`src/rtl/cdt_pkg.sv`:
```
package cdt_pkg;
  localparam int PRE_W = 4;
  localparam int ADDR_W = 2;

  localparam logic [ADDR_W-1:0] ADDR_CTRL = 2'd0;
  localparam logic [ADDR_W-1:0] ADDR_MOD  = 2'd1;
  localparam logic [ADDR_W-1:0] ADDR_CNT  = 2'd2;

  localparam int BIT_EN   = 0;
  localparam int BIT_RLD  = 1;
  localparam int BIT_FLAG = 2;
  localparam int BIT_IE   = 3;
  localparam int BIT_OVW  = 4;
  localparam int BIT_DBG  = 5;
  localparam int BIT_DOZE = 6;
  localparam int PRE_LSB  = 8;

  typedef struct packed {
    logic [PRE_W-1:0] pre;
    logic dozeHalt;
    logic debugHalt;
    logic overwrite;
    logic irqEn;
    logic reload;
    logic enable;
  } cdt_cfg_t;

  // strobes from control to datapath
  typedef struct packed {
    logic tick;
    logic restart;
    logic loadNow;
    logic flagClr;
    logic reload;
  } cdt_strb_t;
endpackage

```
`src/rtl/cdt_ctrl.sv`:
```
module cdt_ctrl
  import cdt_pkg::*;
#(
  parameter int CNT_W = 16
) (
  input  logic                      clk,
  input  logic                      rstN,
  input  logic                      busWrEn,
  input  logic [ADDR_W-1:0]         busAddr,
  input  logic [CNT_W-1:0]          busWrData,
  input  logic [CNT_W/8-1:0]        busByteEn,
  input  logic                      dozeMode,
  input  logic                      debugMode,
  output cdt_cfg_t                  cfgQ,
  output cdt_strb_t                 strb,
  output logic [CNT_W/8-1:0]        modLaneWr
);
  localparam int LANES = CNT_W / 8;
  localparam int DIV_W = (1 << PRE_W) - 1;

  logic wrCtrl, wrLo, wrHi, wrMod;
  logic running, presClr;
  logic phaseQ;
  logic [DIV_W-1:0] divQ;
  logic [DIV_W-1:0] divLimit;
  logic unusedData;

  assign wrCtrl = busWrEn && (busAddr == ADDR_CTRL);
  assign wrLo   = wrCtrl && busByteEn[0];
  assign wrHi   = wrCtrl && busByteEn[1];
  assign wrMod  = busWrEn && (busAddr == ADDR_MOD);

  assign unusedData = ^{busWrData[CNT_W-1:PRE_LSB+PRE_W], busWrData[7]};

  generate
    for (genvar i = 0; i < LANES; i++) begin : gLane
      assign modLaneWr[i] = wrMod && busByteEn[i];
    end
  endgenerate

  always_ff @(posedge clk or negedge rstN) begin
    if (!rstN) begin
      cfgQ <= '0;
    end else begin
      if (wrLo) begin
        cfgQ.enable    <= busWrData[BIT_EN];
        cfgQ.reload    <= busWrData[BIT_RLD];
        cfgQ.irqEn     <= busWrData[BIT_IE];
        cfgQ.overwrite <= busWrData[BIT_OVW];
        cfgQ.debugHalt <= busWrData[BIT_DBG];
        cfgQ.dozeHalt  <= busWrData[BIT_DOZE];
      end
      if (wrHi) begin
        cfgQ.pre <= busWrData[PRE_LSB +: PRE_W];
      end
    end
  end

  assign running = cfgQ.enable
                && !(cfgQ.dozeHalt && dozeMode)
                && !(cfgQ.debugHalt && debugMode);
  assign presClr = wrHi || (wrMod && cfgQ.overwrite);
  assign divLimit = ~({DIV_W{1'b1}} << cfgQ.pre);

  always_ff @(posedge clk or negedge rstN) begin
    if (!rstN) begin
      phaseQ <= 1'b0;
      divQ   <= '0;
    end else if (presClr) begin
      phaseQ <= 1'b0;
      divQ   <= '0;
    end else if (running) begin
      phaseQ <= ~phaseQ;
      if (phaseQ) begin
        divQ <= (divQ == divLimit) ? '0 : divQ + 1'b1;
      end
    end
  end

  always_comb begin
    strb.tick    = running && phaseQ && (divQ == divLimit) && !presClr;
    strb.restart = wrHi;
    strb.loadNow = wrMod && cfgQ.overwrite;
    strb.flagClr = wrLo && busWrData[BIT_FLAG];
    strb.reload  = cfgQ.reload;
  end
endmodule

```
`src/rtl/cdt_datapath.sv`:
```
module cdt_datapath
  import cdt_pkg::*;
#(
  parameter int CNT_W = 16
) (
  input  logic                clk,
  input  logic                rstN,
  input  logic [CNT_W-1:0]    busWrData,
  input  logic [CNT_W/8-1:0]  modLaneWr,
  input  cdt_strb_t           strb,
  output logic [CNT_W-1:0]    modQ,
  output logic [CNT_W-1:0]    cntQ,
  output logic                flagQ
);
  localparam int LANES = CNT_W / 8;

  logic [CNT_W-1:0] modNext;
  logic underflow;

  generate
    for (genvar i = 0; i < LANES; i++) begin : gMerge
      assign modNext[8*i +: 8] = modLaneWr[i] ? busWrData[8*i +: 8] : modQ[8*i +: 8];
    end
  endgenerate

  always_ff @(posedge clk or negedge rstN) begin
    if (!rstN) modQ <= '1;
    else       modQ <= modNext;
  end

  assign underflow = strb.tick && (cntQ == '0);

  always_ff @(posedge clk or negedge rstN) begin
    if (!rstN) begin
      cntQ <= '1;
    end else if (strb.restart) begin
      cntQ <= '1;
    end else if (strb.loadNow) begin
      cntQ <= modNext;
    end else if (strb.tick) begin
      if (cntQ == '0) cntQ <= strb.reload ? modQ : '1;
      else            cntQ <= cntQ - 1'b1;
    end
  end

  always_ff @(posedge clk or negedge rstN) begin
    if (!rstN) flagQ <= 1'b0;
    else       flagQ <= underflow || (flagQ && !strb.flagClr);
  end
endmodule

```
`src/rtl/cdt_timer.sv`:
```
module cdt_timer
  import cdt_pkg::*;
#(
  parameter int CNT_W = 16
) (
  input  logic                clk,
  input  logic                rstN,
  input  logic                busWrEn,
  input  logic [1:0]          busAddr,
  input  logic [CNT_W-1:0]    busWrData,
  input  logic [CNT_W/8-1:0]  busByteEn,
  output logic [CNT_W-1:0]    busRdData,
  input  logic                dozeMode,
  input  logic                debugMode,
  output logic                irqReq
);
  cdt_cfg_t cfgQ;
  cdt_strb_t strb;
  logic [CNT_W/8-1:0] modLaneWr;
  logic [CNT_W-1:0] modQ, cntQ;
  logic flagQ;

  cdt_ctrl #(.CNT_W(CNT_W)) uCtrl (
    .clk(clk), .rstN(rstN), .busWrEn(busWrEn), .busAddr(busAddr),
    .busWrData(busWrData), .busByteEn(busByteEn), .dozeMode(dozeMode),
    .debugMode(debugMode), .cfgQ(cfgQ), .strb(strb), .modLaneWr(modLaneWr)
  );

  cdt_datapath #(.CNT_W(CNT_W)) uDp (
    .clk(clk), .rstN(rstN), .busWrData(busWrData), .modLaneWr(modLaneWr),
    .strb(strb), .modQ(modQ), .cntQ(cntQ), .flagQ(flagQ)
  );

  always_comb begin
    busRdData = '0;
    unique case (busAddr)
      ADDR_CTRL: begin
        busRdData[BIT_EN]               = cfgQ.enable;
        busRdData[BIT_RLD]              = cfgQ.reload;
        busRdData[BIT_FLAG]             = flagQ;
        busRdData[BIT_IE]               = cfgQ.irqEn;
        busRdData[BIT_OVW]              = cfgQ.overwrite;
        busRdData[BIT_DBG]              = cfgQ.debugHalt;
        busRdData[BIT_DOZE]             = cfgQ.dozeHalt;
        busRdData[PRE_LSB +: PRE_W]     = cfgQ.pre;
      end
      ADDR_MOD: busRdData = modQ;
      ADDR_CNT: busRdData = cntQ;
      default:  busRdData = '0;
    endcase
  end

  assign irqReq = flagQ && cfgQ.irqEn;
endmodule

```
`config.mk`:
```
export PLATFORM = sky130hd
export DESIGN_NAME = cdt_timer
export DESIGN_NICKNAME = d
export VERILOG_FILES = /design/src/rtl/cdt_pkg.sv /design/src/rtl/cdt_ctrl.sv /design/src/rtl/cdt_datapath.sv /design/src/rtl/cdt_timer.sv
export SDC_FILE = /design/constraint.sdc
export NUM_CORES = 1
export LEC_CHECK = 0
export ABC_AREA = 1
export CAP_MARGIN = 0
export CORE_ASPECT_RATIO = 0.75
export CORE_MARGIN = 2
export CORE_UTILIZATION = 45
export CTS_BUF_LIST = sky130_fd_sc_hd__clkbuf_4 sky130_fd_sc_hd__clkbuf_8
export DETAILED_ROUTE_END_ITERATION = 10
export DONT_BUFFER_PORTS = 1
export HOLD_SLACK_MARGIN = 0.02
export PLACE_DENSITY_LB_ADDON = 0.2
export SLEW_MARGIN = 5
export SYNTH_ARGS = -nofsm -noshare
export SYNTH_HDL_FRONTEND = slang
export SYNTH_SLANG_ARGS = --single-unit
```
`constraint.sdc`:
```
create_clock -name clk -period 2.97 [get_ports clk]
set_input_delay 0.594 -clock clk [delete_from_list [all_inputs] [get_ports clk]]
set_output_delay 0.594 -clock clk [all_outputs]
set_load 0.01 [all_outputs]
```
**Word-level counts from Yosys, hierarchy flattened**

Index checks and enable logic that the tools add are counted.
Widths: inputs -> output; s select.

- Word-level logic and storage cells: 67
- Output and inout bits: 17
- Input port bits: 25
- Register bits after elaboration: 59

- Equal/unequal tests: 3
- Bitwise logic cells: 2
- Reduce and logical (&&, ||, !) cells: 30
- Add/sub/neg operators: 2
- Multiplexer cells: 17
- Shift-type cells: 1

Operators by type and width:

| kind | count |
|---|---|
| $mux 16 | 5 |
| $mux 15 | 4 |
| $pmux 7 s3 | 1 |
| $logic_and 1x1->1 | 18 |
| $logic_not 16->1 | 1 |
| $mux 8 | 2 |
| $sub 16x1->16 const B | 1 |
| $add 15x1->15 const B | 1 |
| $eq 15x15->1 | 1 |
| $not 15->15 | 1 |
| $shl 15x4->15 const A | 1 |
| $pmux 4 s3 | 1 |
| $pmux 4 s2 | 1 |
| $logic_not 1->1 | 4 |
| $reduce_bool 2->1 | 2 |
| $reduce_bool 3->1 | 1 |
| $eq 2x1->1 const B | 1 |
| $eq 2x2->1 const B | 1 |
| $logic_not 2->1 | 1 |
| $logic_or 1x1->1 | 2 |
| $mux 1 | 2 |
| $pmux 1 s2 | 1 |
| $reduce_and 2->1 | 1 |
| $not 1->1 | 1 |

**Longest topological paths before layout**

- Word-level depth: 10
- Mapped depth: 14
- Gate-level depth less buffers: 13

**By module**

From an unflattened synthesis, not the netlist that was laid out.

- Cells, all modules: 656
- Area total of the unflattened synthesis: 4,414.2 sq um

Modules (own cells, without submodules):

| module | sequential area each (sq um) | cells an instance | area each (sq um) | times used |
|---|---|---|---|---|
| cdt_datapath | 865.8 | 308 | 2,185.8 | 1 |
| cdt_ctrl | 650.6 | 251 | 1,750.4 | 1 |
| cdt_timer | 0.0 | 97 | 478.0 | 1 |

**Worst setup path before layout**

OpenSTA, ideal clock, no wires.

- Kind: input -> output
- Start point: input busAddr[0]
- End point: output busRdData[12]
- Setup slack: 814 ps
- Stages: 6
- Buffers on the path: 2
- Arrival time: 1,562 ps
- Data required time: 2,376 ps
- Cell sequence: inv_1 > ha_1 > clkbuf_1 > clkbuf_1 > nand2_1 > a21oi_1

- Longest elaborated chain between the ends: 2
- Elaborated cells on any way between the ends: 3
- Classes of those cells: 2 x eq/ne; 1 x mux

Ends and longest elaborated chain:

| what | RTL line | RTL |
|---|---|---|
| start, declared | cdt_timer.sv:9 | `input logic [1:0] busAddr,` |
| $eq 2x2->1 / $eq 2x1->1 (equally long branches) | cdt_timer.sv:36 | `unique case (busAddr)` |
| $pmux 4 s2 * | cdt_timer.sv:36 |  |
| end, declared | cdt_timer.sv:12 | `output logic [CNT_W-1:0] busRdData,` |

Every way passes the cells marked *; elsewhere a longest branch is shown, timed or not.

**Worst setup path after layout**

- Start point: input busAddr[0]
- End point: output busRdData[3]

- Longest elaborated chain between the ends: 2
- Elaborated cells on any way between the ends: 4
- Classes of those cells: 2 x eq/ne; 1 x mux; 1 x reduce/logical

Ends and longest elaborated chain:

| what | RTL line |
|---|---|
| $eq 2x2->1 (tied with other cells) | cdt_timer.sv:36 |
| $pmux 7 s3 * | cdt_timer.sv:36 |

Marks and branches as above.

==> results.toml <==
[status]
status = "finished clean"

[clocking]
htreeDepth = 3
clk_pin_slew_ps = 70
numCtsBuffers = 9
clock_sinks = 59
clock_latency_ps = 360
cts_tree = "done"
root_buffer = "clkbuf_8"
clock_path_buffers = 2
postCtsSetupBuffers = 0

[placement]
place_area_mm2 = 0.004320
io_buffers = 0
dp_cells = 774
routabilityCongestion = 0.9380
dp_hpwl_um = 9085

[route]
avgViaCountPerCell = 5.364
routed_wl_um = 12660
vias = 4243
postRouteAntennaNets = 0
wl_per_cell_um = 16.00
drc = 0
drt_iter0_drc = 413
first_pass_iters = 7

[final_layout]
finalNetCount = 690
n_antenna_cell = 0
post-route-util = 0.5007
drive_gt1_frac = 0.09653
syn2layout_area_growth_pct = 7.992
nFillCells = 978
finalInstanceArea_mm2 = 0.004548
stdcell_count = 791

[critical_path]
endpoint_kind = "primary output"
crit_arrival_ps = 1620
critical_path_class = "in2out"
critPathMaxFanout = 9
worst_ep_required_time_ps = 2380
critPathLaunchType = "input pin"

[sta]
rsz0062_at_grt = "no"
slew_headroom = 0.5472
holdWs_ps = 55.75
hold_violations = 0
fin_crit_ps = 2210
skew_ps = 7.885
tightest_slew_ps = 678.4
timing.fmax_ghz = 0.4526
final-setup-viol-count = 0
drv_slew = 0
finalCritPeriodShare = 0.7440
fin_tns_setup_ps = 0

[flow_run]
cap_viol_max_count = 0

[power_and_ir_drop]
pwr-share-comb = 0.366
clock_power_share = 0.229
internal-power_mw = 1.986
seqPwrFrac = 0.404
power_density_mw_per_mm2 = 748.4
cellLeakagePower_nw = 2.312
switching_power_mw = 1.418
vdd_drop_max_mv = 0.3615
switching_share = 0.4164

[floorplanning]
die_area_mm2 = 0.01016
die_w_um = 115.7
start_util = 0.4636
die_h_um = 87.78
core-area_mm2 = 0.009084
io_pins = 42
fp-row-count = 30

[grt]
overflow = 0
grt_pass1_wl_um = 20820
grt_pass1_vias = 4028
grt_antenna_before_repair = 0
grtUsageTotal = 0.2705
grt_max_degree = 34

[synthesis]
synthFlopType = "dfstp_2"
ys_seq_area_frac = 0.3601
synth_nets = 693
synth_top_area_share = 0.2193
syn_avg_cell_area_um2 = 6.371
synth_commonest_cells = "nand2_1 (246), nand3_1 (90), inv_1 (75), nor2_1 (61), o21ai_0 (34)"
async_reset_ff_frac = 1.000
yosys_warnings = 0
synth_most_common_cell = "nand2_1"
synth_area_leaders = "nand2_1 (22%), dfstp_2 (20%), dfrtp_1 (16%)"
synth_cells = 661
synth.distinct_cells = 31
synth-edff-count = 0
yosysTopAreaCell = "nand2_1"
synth.ff_latch_count = 59
syn_area_mm2 = 0.004212

[worst_hold_path]
hp-class = "in2async"
[per-layer routing]
metal,share of wire,routed length (um),track usage,vias to the layer above
met3,0.076,962,0.06574,10
met2,0.43,5422,0.4046,157
met5,0,0,0,-
li1,-,-,-,2071
met1,0.49,6170,0.3884,2005
met4,0.0082,104,0.08333,0
[area by class of cell]
| type | instances | area [um^2] | area share |
|---|---|---|---|
| multi-input combinational | 501 | 2291 | 0.5037 |
| timing repair buffer | 9 | 80.08 | 0.01761 |
| tap | 128 | 160.2 | 0.03521 |
| clock inverter | 4 | 48.80 | 0.01073 |
| clock buffer | 12 | 158.9 | 0.03494 |
| inverter | 78 | 292.8 | 0.06437 |
| sequential | 59 | 1516 | 0.3334 |
[power by group through the flow]
stage	clock network (mW)	logic, mW	registers, mW
2_1_floorplan	0	1.02	1.26
3_3_place_gp	0	1.19	1.38
3_5_place_dp	0	1.22	1.38
4_1_cts	0.802	1.24	1.37
5_1_grt	0.833	1.45	1.40
6_report	0.781	1.25	1.38
[cells by family (layout without fill, tap and decap cells)]
group                    Yosys count  count (layout)  share of synthesized area
buffers and inverters            101             103                    0.09596
flip-flops                        59              59                     0.3601
AO/OA/AOI/OAI                     56              56                    0.06892
XOR/XNOR                          17              17                    0.03536
multiplexers                       1               1                   0.002674
AND/OR/NAND/NOR                  420             420                     0.4162
adder cells (fa/ha/maj)            7               7                    0.02080
[placed cells by master, fill, tap and decap left out]
cell type     n
nand3b_1      2
nor2_2        1
and2_1        1
inv_2         1
dfrtp_1      27
o211ai_1      2
o21bai_1      2
nand2_1     246
clkbuf_4      1
o21ai_0      34
nor2_4        1
a21oi_1      18
nand2_2       1
inv_1        75
xor2_1       15
nand2_4       1
dfstp_2      32
bufinv_16     1
buf_12        1
mux2_2        1
nor2_1       61
ha_1          7
or2_2         1
clkbuf_8     11
nand3_1      90
clkinvlp_4    2
xnor2_1       2
nand4_1       6
nor3_1        8
nand3_2       1
buf_4         8
clkinv_1      3
[stage by stage]
step	setup WS, ps	power [mW]
floorplan	814.3	2.281
global placement	748.4	2.576
detailed placement	716.3	2.600
CTS	752.5	3.409
global route	602.8	3.687
finish	760.4	3.404
[critical path, stage by stage]
cell     delay, ps
inv_1           60
ha_1           370
buf_4          250
nand2_1         70
nand3_1        100
nand2_1         60
inv_1          110
[state kept, by name, indices dropped and copies added (netlist names)]
register      count
uDp.flagQ         1
uCtrl.phaseQ      1
uDp.modQ         16
uCtrl.divQ       15
uDp.cntQ         16
uCtrl.cfgQ       10
[final timing paths]
| path | slack (ps) | depth (start not counted) | from | end |
|---|---|---|---|---|
| max in group asynchronous | 2750 | 1 | rstN | uDp.flagQ$_DFF_PN0_ |
| worst max register to register | 840 | 11 | uDp.cntQ[5]$_DFFE_PN1P_ | uDp.cntQ[9]$_DFFE_PN1P_ |
| min in group clk | 380 | 2 | busWrData[13] | uDp.modQ[13]$_DFF_PN1_ |
| worst max-delay path | 760 | 7 | busAddr[0] | busRdData[3] |
| worst min-delay path | 60 | 1 | rstN | uCtrl.divQ[10]$_DFFE_PN0P_ |
| worst min register to register | 500 | 2 | uDp.modQ[14]$_DFF_PN1_ | uDp.modQ[14]$_DFF_PN1_ |
[repair_timing]
action | CTS | global route
hold endpoints to repair | 27 | 0
hold buffers | 1 | 0
gates resized for setup | 0 | 0
setup endpoints to repair | 0 | 0
Note: power is estimated with default switching activity, not from simulation.
